### src/rtl/cvt_pkg.sv
package cvt_pkg;

    parameter int unsigned LANES = 4;
    parameter int unsigned WORD  = 32;

    localparam logic [7:0] EXP_BIAS = 8'd127;
    localparam logic [7:0] EXP_TOP  = 8'd158;   // bias + 31
    localparam logic [7:0] EXP_OVF  = 8'd159;   // first exponent beyond 32-bit range

    typedef struct packed {
        logic f2i;
        logic sgn;
        logic bcast;
    } cvt_ctl_t;

    function automatic logic [5:0] lead_zeros(input logic [31:0] v);
        logic [5:0] n;
        logic       hit;
        n   = 6'd0;
        hit = 1'b0;
        for (int b = 31; b >= 0; b--) begin
            if (!hit && v[b]) begin
                hit = 1'b1;
            end else if (!hit) begin
                n = n + 6'd1;
            end
        end
        return n;
    endfunction

endpackage

### src/rtl/cvt_f2i_lane.sv
module cvt_f2i_lane
    import cvt_pkg::*;
(
    input  logic [31:0] a,
    input  logic        sgn,
    output logic [31:0] y
);
    logic        neg;
    logic [7:0]  expo;
    logic [22:0] frac;
    logic        is_nan;
    logic        tiny;
    logic        huge;
    logic [7:0]  sh;
    logic [63:0] wide;
    logic [31:0] mag;

    always_comb begin
        neg    = a[31];
        expo   = a[30:23];
        frac   = a[22:0];
        is_nan = (a[30:0] > 31'h7F80_0000);
        tiny   = (expo < EXP_BIAS);
        huge   = (expo >= EXP_OVF);
        sh     = expo - EXP_BIAS;
        wide   = {40'd0, 1'b1, frac} << sh;
        mag    = 32'(wide >> 23);

        if (is_nan) begin
            if (sgn) y = neg ? 32'h8000_0000 : 32'h7FFF_FFFF;
            else     y = neg ? 32'h0000_0000 : 32'hFFFF_FFFF;
        end else if (tiny) begin
            y = 32'd0;
        end else if (sgn) begin
            if (neg) y = (huge || mag > 32'h8000_0000) ? 32'h8000_0000 : (~mag + 32'd1);
            else     y = (huge || mag[31]) ? 32'h7FFF_FFFF : mag;
        end else begin
            if (neg)       y = 32'd0;
            else if (huge) y = 32'hFFFF_FFFF;
            else           y = mag;
        end
    end
endmodule

### src/rtl/cvt_i2f_lane.sv
module cvt_i2f_lane
    import cvt_pkg::*;
(
    input  logic [31:0] a,
    input  logic        sgn,
    output logic [31:0] y
);
    logic        neg;
    logic [31:0] mag;
    logic [5:0]  lz;
    logic [31:0] fr;
    logic [7:0]  expo;
    logic        grd;
    logic        stk;
    logic        up;
    logic [30:0] body;

    always_comb begin
        neg  = sgn & a[31];
        mag  = neg ? (~a + 32'd1) : a;
        lz   = lead_zeros(mag);
        fr   = (mag << lz) << 1;          // hidden bit dropped
        expo = EXP_TOP - {2'b00, lz};
        grd  = fr[8];
        stk  = |fr[7:0];
        up   = grd & (stk | fr[9]);
        // carry out of the mantissa bumps the exponent
        body = {expo, fr[31:9]} + {30'd0, up};
        y    = (mag == 32'd0) ? 32'd0 : {neg, body};
    end
endmodule

### src/rtl/cvt_lane.sv
module cvt_lane (
    input  logic [31:0] a,
    input  logic        to_int,
    input  logic        sgn,
    output logic [31:0] y
);
    logic [31:0] y_int;
    logic [31:0] y_flt;

    cvt_f2i_lane u_f2i (.a(a), .sgn(sgn), .y(y_int));
    cvt_i2f_lane u_i2f (.a(a), .sgn(sgn), .y(y_flt));

    always_comb y = to_int ? y_int : y_flt;
endmodule

### src/rtl/cvt_unit.sv
module cvt_unit
    import cvt_pkg::*;
#(
    parameter int unsigned LANES = cvt_pkg::LANES
) (
    input  logic                    clk,
    input  logic                    rst_n,
    input  logic                    in_valid,
    output logic                    in_ready,
    input  logic                    in_f2i,
    input  logic                    in_signed,
    input  logic                    in_bcast,
    input  logic [LANES*WORD-1:0]   in_data,
    output logic                    out_valid,
    output logic [LANES*WORD-1:0]   out_data
);
    localparam int unsigned VEC_W = LANES * WORD;

    typedef struct packed {
        logic             rdy;
        logic             s1_vld;
        cvt_ctl_t         s1_ctl;
        logic [VEC_W-1:0] s1_data;
        logic             s2_vld;
        logic [VEC_W-1:0] s2_data;
    } pipe_t;

    pipe_t       st_d;
    pipe_t       st_q;
    logic [31:0] lane_y [LANES];
    logic        fire;

    for (genvar g = 0; g < LANES; g++) begin : g_lane
        cvt_lane u_lane (
            .a      (st_q.s1_data[g*WORD +: WORD]),
            .to_int (st_q.s1_ctl.f2i),
            .sgn    (st_q.s1_ctl.sgn),
            .y      (lane_y[g])
        );
    end

    always_comb begin
        fire         = in_valid && st_q.rdy;
        st_d         = st_q;
        st_d.rdy     = 1'b1;
        st_d.s1_vld  = fire;
        if (fire) begin
            st_d.s1_ctl  = '{f2i: in_f2i, sgn: in_signed, bcast: in_bcast};
            st_d.s1_data = in_data;
        end
        st_d.s2_vld = st_q.s1_vld;
        if (st_q.s1_vld) begin
            for (int i = 0; i < LANES; i++) begin
                st_d.s2_data[i*WORD +: WORD] = st_q.s1_ctl.bcast ? lane_y[0] : lane_y[i];
            end
        end
    end

    always_ff @(posedge clk) begin
        if (!rst_n) st_q <= '0;
        else        st_q <= st_d;
    end

    assign in_ready  = st_q.rdy;
    assign out_valid = st_q.s2_vld;
    assign out_data  = st_q.s2_data;
endmodule

### config.mk
export PLATFORM = sky130hd
export DESIGN_NAME = cvt_unit
export DESIGN_NICKNAME = d
export VERILOG_FILES = /design/src/rtl/cvt_pkg.sv /design/src/rtl/cvt_f2i_lane.sv /design/src/rtl/cvt_i2f_lane.sv /design/src/rtl/cvt_lane.sv /design/src/rtl/cvt_unit.sv
export SDC_FILE = /design/constraint.sdc
export NUM_CORES = 2
export LEC_CHECK = 0
export BUFFER_PORTS_ARGS = -buffer_cell sky130_fd_sc_hd__buf_2
export CAP_MARGIN = 0
export CORE_ASPECT_RATIO = 2
export CORE_UTILIZATION = 38
export DETAILED_ROUTE_END_ITERATION = 12
export SYNTH_ARGS = -nofsm -noshare
export SYNTH_HDL_FRONTEND = slang
export SYNTH_HIERARCHICAL = 1
export SYNTH_SLANG_ARGS = --single-unit
### constraint.sdc
create_clock -name clk -period 35.7 [get_ports clk]
set_clock_uncertainty 0.05 [all_clocks]
set_input_delay 7.14 -clock clk [delete_from_list [all_inputs] [get_ports clk]]
set_output_delay 7.14 -clock clk [all_outputs]
set_load 0.01 [all_outputs]
==> results.py <==
metrics = {
    "sta": {
        "worstMarginPinSlew_ns": 1.387,
        "rsz0062_at_grt": "no",
        "fin_crit_sh": 0.8079,
        "slew_headroom": 0.06878,
        "setup_viol_count_final": 0,
        "fin_setup_tns_ns": 0,
        "layout_min_cycle_time_ns": 28.84,
        "worst_slack_ns": 6.858,
        "report.final.slew_viol_count": 0,
        "hold_viol": 0,
        "max_freq_mhz": 34.67,
    },
    "detailed_routing": {
        "firstDrtPassIters": 9,
        "wl_per_cell_um": 27.66,
        "antenna_left": 0,
        "first_iter_violations": 6811,
        "via_per_inst": 6.635,
        "num_vias": 76200,
        "post-route-drc-count": 0,
        "routed_wl_um": 317600,
    },
    "synthesis": {
        "synthFlopType": "dfxtp_1",
        "synth_area_um2": 67480,
        "synth_seq_cells": 262,
        "synth_compound_area_frac": 0.3035,
        "seq_area_frac_synth": 0.07773,
        "synth_edf_count": 0,
        "synthAdderAreaFrac": 0.02804,
        "synthArstFlopShare": 0,
        "yosys.area_share.simple": 0.2894,
        "muxShareOfSynthArea": 0.1248,
        "synth_xor_area_frac": 0.09872,
        "avgSynthCellArea_um2": 7.155,
        "synth_cells": 9431,
        "yosys_warnings": 6,
        "synth_top_family_by_area": "compound AO/OA/AOI/OAI gates",
        "ys_types": 124,
        "syn-num-nets": 9713,
    },
    "clocking": {
        "htreeDepth": 2,
        "postCtsSetupRepairBufs": 0,
        "cts_buffers": 34,
        "ctsHoldBuffers": 0,
        "cts-root-buf": "clkbuf_16",
        "ctsResizeCount": 0,
        "clock_latency_ns": 0.64,
        "clock-sinks": 262,
        "clkTransAtPathRegs_ns": 0.06,
        "cts_buffer_depth": 3,
        "cts_tree": "built",
    },
    "final_layout": {
        "final_common_cell": "nand2_1",
        "nets": 9427,
        "seqCellArea_um2": 5269,
        "layout-drive-gt1-share": 0.1501,
        "mostFrequentLayoutCells": "nand2_1, nor2_1, a21oi_1",
        "fin_util": 0.3978,
        "syn2layout_area_growth_pct": 3.890,
        "multiInputGateArea_um2": 57090,
        "fill_cells": 18830,
    },
    "placement": {
        "gp_congestion": 1.086,
        "port_buffers": 263,
        "pre_cts_ws_ns": 7.525,
        "dp.final_hpwl_um": 251700,
    },
    "grt": {
        "antenna_found_initial": 24,
        "grt.overflow.total": 0,
        "grt_usage": 0.3379,
        "grt_pass1_vias": 72780,
        "grt_pass1_wl_um": 466800,
        "grt_max_degree": 110,
    },
    "worst_setup_path": {
        "worst_path_most_repeated_cell": "ha_1",
        "crit_path_max_fanout": 37,
        "critical_path_class": "flop to flop",
        "r2r_slack_ns": 6.86,
        "cp_slowest_cell": "nor4_4",
        "end_kind": "flop",
        "cp.arrival_ns": 29.32,
        "startpoint_type": "flop",
        "slowest_delay_ns": 0.86,
        "required_ns": 36.18,
    },
    "floorplan": {
        "die_w_um": 300.0,
        "die_y_um": 597.9,
        "die_area_um2": 179400,
        "pin_count": 264,
        "rows": 218,
        "initial_core_util": 0.3829,
        "core_um2": 176200,
    },
    "hold_path": {
        "min_path_type": "flop to flop",
    },
    "power": {
        "cellPowerDensity_nw_per_um2": 121.7,
        "cellLeakagePower_nw": 26.33,
        "vdd_drop_max_mv": 0.09835,
    },
    "run": {
        "maxCapViolCount": 0,
    },
    "outcome": {
        "status": "completed",
    },
}
[layout make-up]
cell class                      count  area share
Clock inverter                     20    0.003016
Timing Repair Buffer              483     0.04259
Tap cell                         2310     0.04123
Antenna cell                        6   0.0002142
Clock buffer                       39     0.01283
Sequential cell                   262     0.07516
Multi-Input combinational cell   8167      0.8143
Inverter                          197     0.01062
[per-stage QoR]
stage / std cells / hold WS [ns] / instance area (um^2) / power, mW
global placement: 11420 / 0.4203 / 68960 / 7.889
global route: 11480 / 0.4786 / 70090 / 9.054
detailed placement: 11420 / 0.4307 / 68960 / 7.942
floorplan: 9431 / 0.4117 / 67480 / 5.808
finish: 11480 / 0.4454 / 70100 / 8.533
CTS: 11480 / 0.4448 / 70070 / 8.352
[path summary, 6_finish.rpt]
check | depth (start not counted) | end | from
worst max-delay path | 121 | out_data[122]$_SDFFE_PN0P_ | st_q[235]$_SDFFE_PN0P_
worst max register to register | 121 | out_data[122]$_SDFFE_PN0P_ | st_q[235]$_SDFFE_PN0P_
worst min-delay path | 2 | out_data[17]$_SDFFE_PN0P_ | out_data[17]$_SDFFE_PN0P_
worst min register to register | 2 | out_data[17]$_SDFFE_PN0P_ | out_data[17]$_SDFFE_PN0P_
[critical path, delay by kind of cell, from the launching register on]
family          cells  cell delay (ns)
buf+inv             5             0.61
compound gates     37             7.75
mux                17             3.60
xor+xnor            4             1.23
simple gates       29             5.29
flops               1             0.51
fa+ha+maj          29             9.66
[metal layers]
layer / vias up / track usage / part of all wire
li1: 34820 / - / -
met1: 36590 / 0.3495 / 0.35
met2: 3618 / 0.6109 / 0.50
met3: 1164 / 0.04272 / 0.062
met4: 10 / 0.2665 / 0.092
met5: - / 0 / 0.00018
[logic make-up after synthesis]
group                    after synthesis
XOR/XNOR                             624
AND/OR/NAND/NOR                     3725
multiplexers                         680
buffers and inverters               1002
adder cells (fa/ha/maj)              152
flip-flops                           262
AO/OA/AOI/OAI                       2986
[synth_stat cells, types with 44 or more instances]
master / number / area [um^2]
a2111oi_0: 44 / 385.4
a211o_1: 48 / 420.4
a211oi_1: 92 / 690.7
a21bo_2: 131 / 1311
a21boi_0: 48 / 360.4
a21o_1: 64 / 480.5
a21oi_1: 771 / 3859
a22oi_1: 44 / 330.3
a31o_2: 56 / 490.5
a31oi_1: 240 / 1501
and2_1: 113 / 706.9
and3_1: 117 / 732.0
buf_2: 144 / 720.7
buf_4: 178 / 1336
buf_6: 58 / 653.1
clkbuf_1: 365 / 1370
dfxtp_1: 262 / 5245
ha_1: 148 / 1852
inv_1: 188 / 705.7
mux2_2: 132 / 1486
mux2_4: 128 / 1922
mux2i_1: 348 / 3483
mux4_2: 64 / 1441
nand2_1: 928 / 3483
nand2b_1: 196 / 1226
nand3_1: 407 / 2037
nand4_1: 196 / 1226
nor2_1: 836 / 3138
nor2b_1: 64 / 400.4
nor3_1: 244 / 1221
nor3b_1: 44 / 330.3
nor4_1: 108 / 675.7
o211ai_1: 108 / 810.8
o21a_1: 84 / 630.6
o21ai_0: 537 / 2688
o21ai_1: 55 / 275.3
o22ai_1: 44 / 275.3
o31ai_1: 80 / 600.6
or3_1: 92 / 575.6
or4_1: 68 / 510.5
xnor2_1: 316 / 2768
xnor3_1: 44 / 991.0
xor2_1: 200 / 1752
[flip-flops by register name, summed over array words and instances (netlist names)]
name,count
st_q,131
st_d,1
out_valid,1
in_ready,1
out_data,128
[power breakdown]
group / switching (mW) / internal, mW / leakage, nW
clock: 0.173 / 0.193 / 0.541
combinational: 4.90 / 2.88 / 23.6
sequential: 0.0625 / 0.323 / 2.14
total: 5.13 / 3.40 / 26.3
(Power assumes the default switching activity.)
